==> src/rtl/nrw_pkg.sv <==
package nrw_pkg;
  localparam int SIZE_W = 3;
  typedef logic [SIZE_W-1:0] axsize_t;

  // Mask of 2**lg contiguous lanes starting at lane pos.
  function automatic longint lane_mask(input int lg, input int pos);
    longint ones;
    ones = (longint'(1) << (1 << lg)) - 1;
    return ones << pos;
  endfunction
endpackage

==> src/rtl/nrw_strb_decode.sv <==
module nrw_strb_decode
  import nrw_pkg::*;
#(
  parameter int STRB_W = 4,
  localparam int OFF_W = $clog2(STRB_W)
) (
  input  logic [STRB_W-1:0] strb,
  output logic              hit,
  output axsize_t           size,
  output logic [OFF_W-1:0]  offset
);
  // Only sizes below the full word are candidates; a full strobe is left alone.
  always_comb begin
    hit    = 1'b0;
    size   = '0;
    offset = '0;
    for (int lg = 0; lg < OFF_W; lg++) begin
      for (int pos = 0; pos < STRB_W; pos += (1 << lg)) begin
        if ({{(64-STRB_W){1'b0}}, strb} == 64'(lane_mask(lg, pos))) begin
          hit    = 1'b1;
          size   = axsize_t'(lg);
          offset = OFF_W'(pos);
        end
      end
    end
  end
endmodule

==> src/rtl/nrw_aw_rewrite.sv <==
module nrw_aw_rewrite
  import nrw_pkg::*;
#(
  parameter int ADDR_W = 32,
  parameter int OFF_W  = 2
) (
  input  logic [ADDR_W-1:0] addr_in,
  input  axsize_t           size_in,
  input  logic [7:0]        len_in,
  input  logic              hit,
  input  axsize_t           size_nar,
  input  logic [OFF_W-1:0]  offset,
  output logic [ADDR_W-1:0] addr_out,
  output axsize_t           size_out
);
  logic apply;

  always_comb begin
    apply = hit && (len_in == 8'd0);
    if (apply) begin
      addr_out = {addr_in[ADDR_W-1:OFF_W], offset};
      size_out = size_nar;
    end else begin
      addr_out = addr_in;
      size_out = size_in;
    end
  end
endmodule

==> src/rtl/axi_wstrb_narrower.sv <==
module axi_wstrb_narrower
  import nrw_pkg::*;
#(
  parameter int ADDR_W = 32,
  parameter int DATA_W = 32,
  parameter int ID_W   = 4,
  localparam int STRB_W = DATA_W / 8,
  localparam int OFF_W  = $clog2(STRB_W)
) (
  input  logic [ID_W-1:0]   s_awid,
  input  logic [ADDR_W-1:0] s_awaddr,
  input  logic [7:0]        s_awlen,
  input  logic [2:0]        s_awsize,
  input  logic [1:0]        s_awburst,
  input  logic              s_awvalid,
  output logic              s_awready,
  input  logic [DATA_W-1:0] s_wdata,
  input  logic [STRB_W-1:0] s_wstrb,
  input  logic              s_wlast,
  input  logic              s_wvalid,
  output logic              s_wready,
  output logic [ID_W-1:0]   m_awid,
  output logic [ADDR_W-1:0] m_awaddr,
  output logic [7:0]        m_awlen,
  output logic [2:0]        m_awsize,
  output logic [1:0]        m_awburst,
  output logic              m_awvalid,
  input  logic              m_awready,
  output logic [DATA_W-1:0] m_wdata,
  output logic [STRB_W-1:0] m_wstrb,
  output logic              m_wlast,
  output logic              m_wvalid,
  input  logic              m_wready
);
  logic             dec_hit;
  axsize_t          dec_size;
  logic [OFF_W-1:0] dec_off;

  nrw_strb_decode #(.STRB_W(STRB_W)) u_dec (
    .strb   (s_wstrb),
    .hit    (dec_hit),
    .size   (dec_size),
    .offset (dec_off)
  );

  nrw_aw_rewrite #(.ADDR_W(ADDR_W), .OFF_W(OFF_W)) u_rew (
    .addr_in  (s_awaddr),
    .size_in  (s_awsize),
    .len_in   (s_awlen),
    .hit      (dec_hit),
    .size_nar (dec_size),
    .offset   (dec_off),
    .addr_out (m_awaddr),
    .size_out (m_awsize)
  );

  // Straight-through fields and handshakes.
  assign m_awid    = s_awid;
  assign m_awlen   = s_awlen;
  assign m_awburst = s_awburst;
  assign m_awvalid = s_awvalid;
  assign s_awready = m_awready;
  assign m_wdata   = s_wdata;
  assign m_wstrb   = s_wstrb;
  assign m_wlast   = s_wlast;
  assign m_wvalid  = s_wvalid;
  assign s_wready  = m_wready;
endmodule

==> config.mk <==
export PLATFORM = sky130hd
export DESIGN_NAME = axi_wstrb_narrower
export DESIGN_NICKNAME = d
export VERILOG_FILES = /design/src/rtl/nrw_pkg.sv /design/src/rtl/nrw_strb_decode.sv /design/src/rtl/nrw_aw_rewrite.sv /design/src/rtl/axi_wstrb_narrower.sv
export SDC_FILE = /design/constraint.sdc
export NUM_CORES = 1
export LEC_CHECK = 0
export ABC_CLOCK_PERIOD_IN_PS = 1300
export BUFFER_PORTS_ARGS = -buffer_cell sky130_fd_sc_hd__buf_2
export CAP_MARGIN = 20
export CORE_AREA = 2 2 69 71
export DETAILED_ROUTE_END_ITERATION = 6
export DIE_AREA = 0 0 71 73
export PLACE_DENSITY = 0.61
export SYNTH_ARGS = -nofsm -noshare
export SYNTH_HDL_FRONTEND = slang
export SYNTH_SLANG_ARGS = --single-unit
==> constraint.sdc <==
create_clock -name vclk -period 1.3
set_input_delay 0.13 -clock vclk [all_inputs]
set_output_delay 0.13 -clock vclk [all_outputs]
set_load 0.005 [all_outputs]
==> metrics.txt <==
clock share of power=0%; VDD IR max=between 40 and 50 uV; Clock buffer cells=0; fin worst setup slack=-0.0392 ns; Psw=0.0496 mW; YS warnings=0; routed wire length=~1400 um; synth top area cells=buf_4, nor4_2, xnor2_1; final setup TNS=-0.0921 ns; CP Class=in -> out; dominant cell type by area after synthesis=buf_4; hold path depth=0; Netlist Area Pre-Place=approximately 780 um2; DP Cell Count=110; area grow syn2layout=-38.2%; status=finished, violations left; Reg power frac=0%; maximum capacitance violations=0; top-count cell post-synth=buf_4; fmax=between 700 and 800 MHz; Fin. Hold Viols=0; compound-gate portion of the synthesized area=under 10%; seq_cells=0; hold_ws=between 0.2 and 0.3 ns; Detailed Route Iter0 Violations=3; DR vias=between 300 and 400; Pint=around 0.064 mW; Critical Path Source=s_awlen[6]; dpl hpwl=between 1000 and 1500 um; failing checks=setup timing; hold endpoint=m_awaddr[21]; Pleak=between 0.2 and 0.25 nW; GRT overflow=0; largest net degree at the start of global routing=6; pwr dens=roughly 240 nW/um2; effective utilization at floorplan=between 10% and 20%; Residual DRC=0; Worst setup EP type=output pin; worst stage delay on the critical path=between 0.2 and 0.3 ns; initial antenna violation count=0; Mapped Cells=104; hold crit path type=in -> out; Slew HR=about 83%; row cnt=25; Synth Area in Adders=0%; Final min period=around 1.3 ns; Synth Area in Simple Gates=about a tenth; fillcell total=roughly 520; syn avg cell area=roughly 7.5 um2; logic gate share of total power=between 90% and 100%; Synth top area share=between 80% and 90%; Final nets=150; worst-path fanout max=3; DIE WIDTH=between 70 and 80 um; CP required=1.17 ns; Final Max Slew Viols=0; register cell area after layout=0 um2; drt pass-1 iters=2; gr usage total=under 10%; Diodes inserted=0; Synth cell types=15; total chip power=between 0.1 and 0.15 mW; largest family of logic cells by synthesized area=buffers and inverters; Placeable Area=~4500 um2; sequential share of the synthesized area=0%; vias per std cell=about 3.4; gpl congestion=between 0.5 and 0.6; Hold-fix buffers, CTS=0; RSZ-0062 raised after global routing=true; Startpoint Class=input pin; first-pass GRT wire length=1730 um; syn nets=about 190; Final setup viols=3; ANT nets after route=0; CP max stage cell=nor4_4; Worst Path Arrival=between 1 and 1.5 ns; post-synthesis mux area share=2.74%; final worst path period share=103%; min-delay src=s_awaddr[21]; share of layout cells above drive strength 1=between 70% and 80%; I/O pins=180; Switching Share=roughly 44%; vias in the first global route=361; Die Span Y=approximately 73 um; XOR/XNOR Fraction of Synth Area=about 2.3%; Post-Layout Cell Count=approximately 110; Slew @ Worst Pin=between 0.2 and 0.3 ns; cell breakdown of the critical path=buf_8 -> nor4_4 -> nand2_2 -> o31a_1 -> o22a_1 -> buf_2; PortBufs=34; die area=between 5000 and 6000 um2; routed len/inst=12.3 um
-- power groups by stage --
stage          clock network (mW)  registers, mW  logic, mW
5_1_grt                         0              0      0.125
6_report                        0              0      0.114
3_3_place_gp                    0              0     0.0944
4_1_cts                         0              0      0.110
2_1_floorplan                   0              0      0.235
3_5_place_dp                    0              0     0.0957
-- area by class of cell --
class                           instances  area (um2)  share of cell area [%]
Inverter                                1        3.75                   0.781
Multi-Input combinational cell         18         171                    35.7
Tap cell                               54        67.6                    14.1
Timing Repair Buffer                   39         238                    49.5
-- cell usage in the layout, fill, tap and decap left out, types with 2 or more instances in the layout --
cell | Yosys | final
xnor2_1 | 2 | 2
buf_6 | 0 | 4
buf_2 | 0 | 31
nor2b_1 | 2 | 2
buf_4 | 85 | 3
nor4_4 | 0 | 2
nor2_4 | 0 | 2
-- stage by stage --
| stage | util, % | instance area (um2) | setup WS (ns) |
|---|---|---|---|
| final | 10.6 | 480 | -0.0392 |
| after global routing | 10.6 | 480 | -0.116 |
| after CTS | 10.1 | 458 | -0.0690 |
| after detailed placement | 8.80 | 399 | -0.200 |
| after global placement | 8.80 | 399 | -0.218 |
| after floorplan | - | 777 | 0.152 |
-- how the worst max path moves through the flow --
stage / end / slack (ns) / cells past startpoint
3_5_place_dp: m_awaddr[0] / -0.20 / 6
6_report: m_awaddr[1] / -0.04 / 6
2_1_floorplan: m_awaddr[0] / 0.15 / 4
3_3_place_gp: m_awaddr[0] / -0.22 / 6
5_1_grt: m_awsize[0] / -0.12 / 7
4_1_cts: m_awaddr[1] / -0.07 / 6
-- metal layers --
metal / track usage [%] / vias to the layer above / routed length (um)
met5: 0 / - / 0
li1: - / 149 / -
met2: 5.71 / 51 / 575
met4: 8.18 / 0 / 218
met3: 2.49 / 32 / 271
met1: 2.80 / 153 / 307
-- repair_timing --
item	4_1_cts	5_1_grt
pin swaps	3	1
resized for setup	10	3
buffers inserted	1	1
endpoints found under the setup margin	5	4
-- kinds of logic (layout without fill, tap and decap cells) --
kind of cell    after synthesis  after routing
buf+inv                      86             40
simple gates                 11             11
compound gates                3              3
xor+xnor                      2              2
mux                           2              2
-- worst max-delay path: cells and delay by family --
family          cells  cell delay, ns
compound gates      2            0.43
buf+inv             2            0.22
simple gates        2            0.43
Power figures use the tool's default switching activity.
